$ cat src/rtl/irq_presenter.sv
module irq_presenter #(
  parameter int NSRC   = 16,
  parameter int PW     = 4,
  parameter int VW     = 8,
  parameter int DW     = 32,
  parameter int CPU_ID = 0,
  localparam int SW    = $clog2(NSRC)
) (
  input  logic            clk,
  input  logic            rst_n,
  input  logic            req_valid,
  input  logic [SW-1:0]   req_src,
  input  logic [PW-1:0]   req_prio,
  input  logic [VW-1:0]   req_vec,
  input  logic [NSRC-1:0] src_active,
  input  logic [NSRC-1:0] src_level,
  input  logic            rd_en,
  input  logic            wr_en,
  input  logic [2:0]      addr,
  input  logic [DW-1:0]   wdata,
  output logic [DW-1:0]   rdata,
  output logic            irq_o,
  output logic            clr_valid,
  output logic [SW-1:0]   clr_src
);
  localparam logic [2:0] A_TPRI = 3'd0;
  localparam logic [2:0] A_SPUR = 3'd1;
  localparam logic [2:0] A_WHO  = 3'd2;
  localparam logic [2:0] A_ACK  = 3'd3;
  localparam logic [2:0] A_EOI  = 3'd4;

  logic [NSRC-1:0] raised, insvc;
  logic [PW-1:0]   rprio [NSRC];
  logic [VW-1:0]   rvec  [NSRC];
  logic [PW-1:0]   sprio [NSRC];
  logic [PW-1:0]   tprio;
  logic [VW-1:0]   spur;
  logic            irq_q;

  // most urgent raised, most urgent in service, runner-up in service
  logic          r_hit, s_hit, s2_hit;
  logic [SW-1:0] r_idx, s_idx, s2_idx;
  logic [PW-1:0] r_best, s_best, s2_best;

  always_comb begin
    r_hit = 1'b0; r_idx = '0; r_best = '0;
    for (int i = 0; i < NSRC; i++)
      if (raised[i] && (!r_hit || rprio[i] > r_best)) begin
        r_hit = 1'b1; r_idx = SW'(i); r_best = rprio[i];
      end
  end

  always_comb begin
    s_hit = 1'b0; s_idx = '0; s_best = '0;
    for (int i = 0; i < NSRC; i++)
      if (insvc[i] && (!s_hit || sprio[i] > s_best)) begin
        s_hit = 1'b1; s_idx = SW'(i); s_best = sprio[i];
      end
  end

  always_comb begin
    s2_hit = 1'b0; s2_idx = '0; s2_best = '0;
    for (int i = 0; i < NSRC; i++)
      if (insvc[i] && SW'(i) != s_idx && (!s2_hit || sprio[i] > s2_best)) begin
        s2_hit = 1'b1; s2_idx = SW'(i); s2_best = sprio[i];
      end
  end

  wire ack     = rd_en && addr == A_ACK;
  wire eoi     = wr_en && addr == A_EOI;
  wire ack_ok  = r_hit && src_active[r_idx] && rprio[r_idx] > tprio;
  wire accept  = req_valid && req_prio > tprio && !raised[req_src];
  wire new_top = accept && (!r_hit || req_prio > r_best);
  wire eoi_up  = eoi && r_hit && (!s2_hit || r_best > s2_best);

  wire [NSRC-1:0] r_oh   = NSRC'(1) << r_idx;
  wire [NSRC-1:0] s_oh   = NSRC'(1) << s_idx;
  wire [NSRC-1:0] req_oh = NSRC'(1) << req_src;

  wire [NSRC-1:0] raised_clr = (ack && r_hit) ? r_oh : '0;
  wire [NSRC-1:0] raised_set = accept ? req_oh : '0;
  wire [NSRC-1:0] svc_set    = (ack && ack_ok) ? r_oh : '0;
  wire [NSRC-1:0] svc_clr    = (eoi && s_hit) ? s_oh : '0;

  assign clr_valid = ack && r_hit && (!ack_ok || !src_level[r_idx]);
  assign clr_src   = r_idx;
  assign irq_o     = irq_q;

  always_comb begin
    rdata = '0;
    if (rd_en)
      case (addr)
        A_TPRI:  rdata = DW'(tprio);
        A_SPUR:  rdata = DW'(spur);
        A_WHO:   rdata = DW'(CPU_ID);
        A_ACK:   rdata = ack_ok ? DW'(rvec[r_idx]) : DW'(spur);
        default: rdata = '0;
      endcase
  end

  always_ff @(posedge clk) begin
    if (!rst_n) begin
      raised <= '0;
      insvc  <= '0;
      tprio  <= '1;
      spur   <= '1;
      irq_q  <= 1'b0;
    end else begin
      raised <= (raised & ~raised_clr) | raised_set;
      insvc  <= (insvc & ~svc_clr) | svc_set;
      if (wr_en && addr == A_TPRI) tprio <= wdata[PW-1:0];
      if (wr_en && addr == A_SPUR) spur  <= wdata[VW-1:0];
      if (new_top || eoi_up) irq_q <= 1'b1;
      else if (ack)          irq_q <= 1'b0;
    end
  end

  always_ff @(posedge clk) begin
    if (accept) begin
      rprio[req_src] <= req_prio;
      rvec[req_src]  <= req_vec;
    end
    if (ack && ack_ok) sprio[r_idx] <= rprio[r_idx];
  end
endmodule

$ cat config.mk
export PLATFORM = sky130hd
export DESIGN_NAME = irq_presenter
export DESIGN_NICKNAME = d
export VERILOG_FILES = /design/src/rtl/irq_presenter.sv
export SDC_FILE = /design/constraint.sdc
export NUM_CORES = 1
export LEC_CHECK = 0
export ABC_AREA = 0
export BUFFER_PORTS_ARGS = -buffer_cell sky130_fd_sc_hd__buf_4
export CAP_MARGIN = 10
export CELL_PAD_IN_SITES_DETAIL_PLACEMENT = 0
export CELL_PAD_IN_SITES_GLOBAL_PLACEMENT = 1
export CORE_MARGIN = 4
export CORE_UTILIZATION = 45
export CTS_BUF_LIST = sky130_fd_sc_hd__clkbuf_16
export CTS_CLUSTER_SIZE = 14
export DETAILED_ROUTE_END_ITERATION = 7
export GPL_TIMING_DRIVEN = 0
export PLACE_DENSITY_LB_ADDON = 0.1
export SLEW_MARGIN = 5
export SYNTH_ARGS = -nofsm -noshare
export SYNTH_HDL_FRONTEND = slang
export SYNTH_SLANG_ARGS = --single-unit
$ cat constraint.sdc
create_clock -name clk -period 106.5 [get_ports clk]
set_input_delay 5.325 -clock clk [delete_from_list [all_inputs] [get_ports clk]]
set_output_delay 5.325 -clock clk [all_outputs]
set_load 0.01 [all_outputs]
==> key figures <==
Run status
  • Outcome: finished, final reports clean

Setup path
  • Endpoint class of the critical path: flip-flop
  • Most common cell on crit path: sky130_fd_sc_hd__a21oi_1
  • Number of cells on the worst reg-to-reg path: 269
  • Launching element type of the critical path: flip-flop
  • Reg-to-reg endpoint: irq_o
  • Worst Path Required: 106.95 ns
  • R2R Path Start: insvc[0]
  • Critical path peak fanout: 10
  • CP max-delay cell: sky130_fd_sc_hd__o31ai_1
  • Highest cell delay on the worst timing path: 0.71 ns
  • Capturing element of the worst setup path: irq_o
  • Critical Setup Path Class: flip-flop to flip-flop
  • Worst setup path startpoint: insvc[0]
  • CP arrival: 54.70 ns
  • Register-to-Register Setup Slack: 52.25 ns

Route
  • Routed len/inst: 21.6 µm
  • Pre-Repair DR Iteration Count: 7
  • Detailed-route vias per instance: 5.90
  • Residual DRC: 0
  • Final antenna-violating net count: 0
  • Routed wire length: 63500 µm
  • Initial detailed-routing violation count: 1316
  • Vias after detailed routing: 17370

Placement
  • Dpl ws: 52.61 ns
  • Global placement routability congestion: 0.901
  • Count of input and output buffers: 74
  • Total half-perimeter wirelength after legalization and detailed placement: 48400 µm

Power
  • Clock network fraction of total power: 38.4%
  • Net switching power: 93.4 µW
  • Maximum vdd drop: 16.1 µV
  • Internal power consumption: 231 µW
  • Fraction of power spent switching nets: 28.8%
  • Sequential share of power: 39.8%
  • Gate power share: 21.8%
  • Leakage power: 9.19 nW
  • Power density over the cells: 13.7 nW/µm²

Yosys
  • Summed instance area of the synthesized netlist: 21000 µm²
  • Count of state elements after synthesis: 301
  • Number of synthesized flops with an enable pin: 256
  • Predominant post-synthesis flop cell: sky130_fd_sc_hd__edfxtp_1
  • Number of distinct standard cells referenced by the synthesized netlist: 106
  • Fraction of registers with async set or reset after synthesis: 0%
  • Synth Instances: 2179
  • YS warnings: 0
  • Area share of the largest cell type after synthesis: 36.6%
  • Cell taking the most area after synthesis: sky130_fd_sc_hd__edfxtp_1
  • Average cell area after synthesis: 9.65 µm²
  • Largest cells by area after synthesis: sky130_fd_sc_hd__edfxtp_1, sky130_fd_sc_hd__ha_1, sky130_fd_sc_hd__dfxtp_1
  • Sequential-to-total area share from yosys stat: 40.8%

Clock network
  • Level count of the clock H-tree: 2
  • Total clock buffers created by CTS: 35
  • Clk buf depth: 3
  • Clock sinks: 301
  • Clock tree from TritonCTS: built
  • Worst-skew pair later-pin latency: 0.57 ns
  • Root buffer cell: sky130_fd_sc_hd__clkbuf_16
  • Hold buffers post-CTS: 0
  • Cts repair resizes: 0
  • Number of buffers added for setup after CTS: 0
  • CTS clock-pin slew for the worst setup and hold paths: 0.06 ns

Floorplanning
  • Standard-cell rows: 78
  • Die extent in y: 224 µm
  • Total core area: 45800 µm²
  • Area enclosed by the die boundary: 50200 µm²
  • Num ports: 126
  • Initial standard-cell utilization of the core: 45.9%
  • Die width: 224 µm

Final layout
  • Nets@finish: 2583
  • Fill cell instance count of the final layout: 4268
  • Share of final-layout standard cells stronger than drive strength 1: 12.9%
  • Area delta synth->final: 12.7%
  • Count of antenna diodes in the layout: 0

STA
  • Setup TNS after final layout: 0 ns
  • F_max: 18.4 MHz
  • Setup violation total in the final timing report: 0
  • Setup slack of the critical path after layout: 52.25 ns
  • Final period util: 50.9%
  • Final critical-path required period: 54.25 ns
  • Final worst clock skew: 0.0360 ns
  • Unrepaired setup endpoints after global routing: no
  • Transition time at the pin with the least slew margin: 1.25 ns
  • Worst rel slew slack: 16.2%
  • Max-slew violations: 0
  • Final hold viol count: 0

Global routing
  • First-pass GRT wire length: 98100 µm
  • Number of antenna violations at the first check in global routing: 0
  • Remaining global-route overflow: 0
  • Overall fraction of global-route tracks in use: 24.8%
  • Vias in the first global route: 17260
  • Pin count of the biggest net entering global routing: 19

Run
  • Count of maximum capacitance violations: 0

Min path
  • Hold Crit Class: flip-flop to flip-flop
  • Source of the worst hold timing path: spur[4]
kinds of logic (layout without fill, tap and decap cells):
kind of cell	after synthesis	after routing	synth area share, %
AO/OA/AOI/OAI	613	613	20.2
XOR/XNOR	1	1	0.0417
adder cells (fa/ha/maj)	181	181	10.8
buffers and inverters	259	400	5.11
flip-flops	301	301	40.8
multiplexers	140	140	7.46
other	1	24	0.0178
AND/OR/NAND/NOR	683	683	15.5
per-stage QoR:
stage | power [mW] | cells | util (%) | hold slack, ns | area (µm²)
after floorplan | 0.181 | 2202 | - | 0.441 | 21100
after global placement | 0.199 | 2876 | 49.0 | 0.456 | 22400
after detailed placement | 0.201 | 2879 | 49.2 | 0.459 | 22500
after CTS | 0.326 | 2943 | 51.8 | 0.476 | 23700
after global routing | 0.339 | 2943 | 51.8 | 0.501 | 23700
final | 0.324 | 2943 | 51.8 | 0.476 | 23700
Yosys cell counts (10+ instances only):
| cell | count |
|---|---|
| sky130_fd_sc_hd__a21boi_0 | 10 |
| sky130_fd_sc_hd__o211ai_1 | 18 |
| sky130_fd_sc_hd__buf_1 | 13 |
| sky130_fd_sc_hd__o22ai_1 | 30 |
| sky130_fd_sc_hd__mux2_2 | 76 |
| sky130_fd_sc_hd__edfxtp_1 | 256 |
| sky130_fd_sc_hd__a221oi_1 | 10 |
| sky130_fd_sc_hd__o21ai_1 | 10 |
| sky130_fd_sc_hd__and3_1 | 15 |
| sky130_fd_sc_hd__nor2_1 | 169 |
| sky130_fd_sc_hd__clkbuf_1 | 57 |
| sky130_fd_sc_hd__a21oi_1 | 130 |
| sky130_fd_sc_hd__o31ai_1 | 15 |
| sky130_fd_sc_hd__a41o_1 | 12 |
| sky130_fd_sc_hd__and2_1 | 37 |
| sky130_fd_sc_hd__nand2b_1 | 43 |
| sky130_fd_sc_hd__buf_4 | 24 |
| sky130_fd_sc_hd__or3_1 | 16 |
| sky130_fd_sc_hd__o21a_1 | 63 |
| sky130_fd_sc_hd__a41oi_1 | 23 |
| sky130_fd_sc_hd__mux2i_1 | 57 |
| sky130_fd_sc_hd__nand2_1 | 239 |
| sky130_fd_sc_hd__nand3_1 | 39 |
| sky130_fd_sc_hd__dfxtp_1 | 45 |
| sky130_fd_sc_hd__inv_1 | 158 |
| sky130_fd_sc_hd__a21o_1 | 11 |
| sky130_fd_sc_hd__a211oi_1 | 17 |
| sky130_fd_sc_hd__nor2b_1 | 44 |
| sky130_fd_sc_hd__ha_1 | 179 |
| sky130_fd_sc_hd__a31oi_1 | 64 |
| sky130_fd_sc_hd__o21ai_0 | 104 |
| sky130_fd_sc_hd__nor3_1 | 25 |
registers in the layout (all words and copies together), names as in the netlist:
name    cells
sprio      64
irq_o       1
rvec      128
insvc      16
tprio       4
raised     16
spur        8
rprio      64
routing by layer:
metal	vias up	track usage, %	routed length, µm
met1	8391	31.9	27200
met4	0	6.78	1640
li1	8345	-	-
met5	-	0	0
met2	517	43.7	31300
met3	117	3.67	3300
worst max-delay path: cells and delay by family, from the launching register on:
family / cells / cell delay [ns]
compound gates: 126 / 25.37
fa+ha+maj: 33 / 9.95
buf+inv: 24 / 3.29
flops: 1 / 0.46
mux: 14 / 4.52
simple gates: 72 / 10.46
power by group through the flow:
stage | clock (mW) | combinational, mW | sequential (mW)
CTS | 0.126 | 0.0704 | 0.129
detailed placement | 0 | 0.0699 | 0.131
global placement | 0 | 0.0678 | 0.131
finish | 0.124 | 0.0707 | 0.129
global route | 0.131 | 0.0791 | 0.129
floorplan | 0 | 0.0501 | 0.131
worst min-delay path by stage:
| stage | to | slack (ns) | depth (start not counted) |
|---|---|---|---|
| finish | spur[4] | 0.48 | 2 |
| global route | spur[4] | 0.50 | 2 |
| CTS | spur[4] | 0.48 | 2 |
| detailed placement | spur[4] | 0.46 | 2 |
| global placement | spur[4] | 0.46 | 2 |
| floorplan | spur[4] | 0.44 | 2 |
cell type report:
cell class / count / area, µm² / share of cell area, %
clock buffers: 36 / 901 / 3.80
clock inverters: 28 / 292 / 1.23
inverters: 160 / 601 / 2.53
multi-input cells: 1642 / 11500 / 48.5
flip-flops and latches: 301 / 8590 / 36.2
well taps: 600 / 751 / 3.17
repair buffers: 77 / 609 / 2.57
plain buffers: 99 / 474 / 2.00
placed cells by master, fill, tap and decap left out, drive strengths merged, types with 31 or more instances in the layout:
cell / instances
edfxtp: 256
nand2: 239
ha: 179
nor2: 171
inv: 165
a21oi: 131
buf: 119
o21ai: 116
clkbuf: 93
mux2: 77
a31oi: 64
o21a: 63
mux2i: 58
dfxtp: 45
nor2b: 44
nand2b: 44
nand3: 39
and2: 37
o22ai: 31
(Power assumes the default switching activity.)
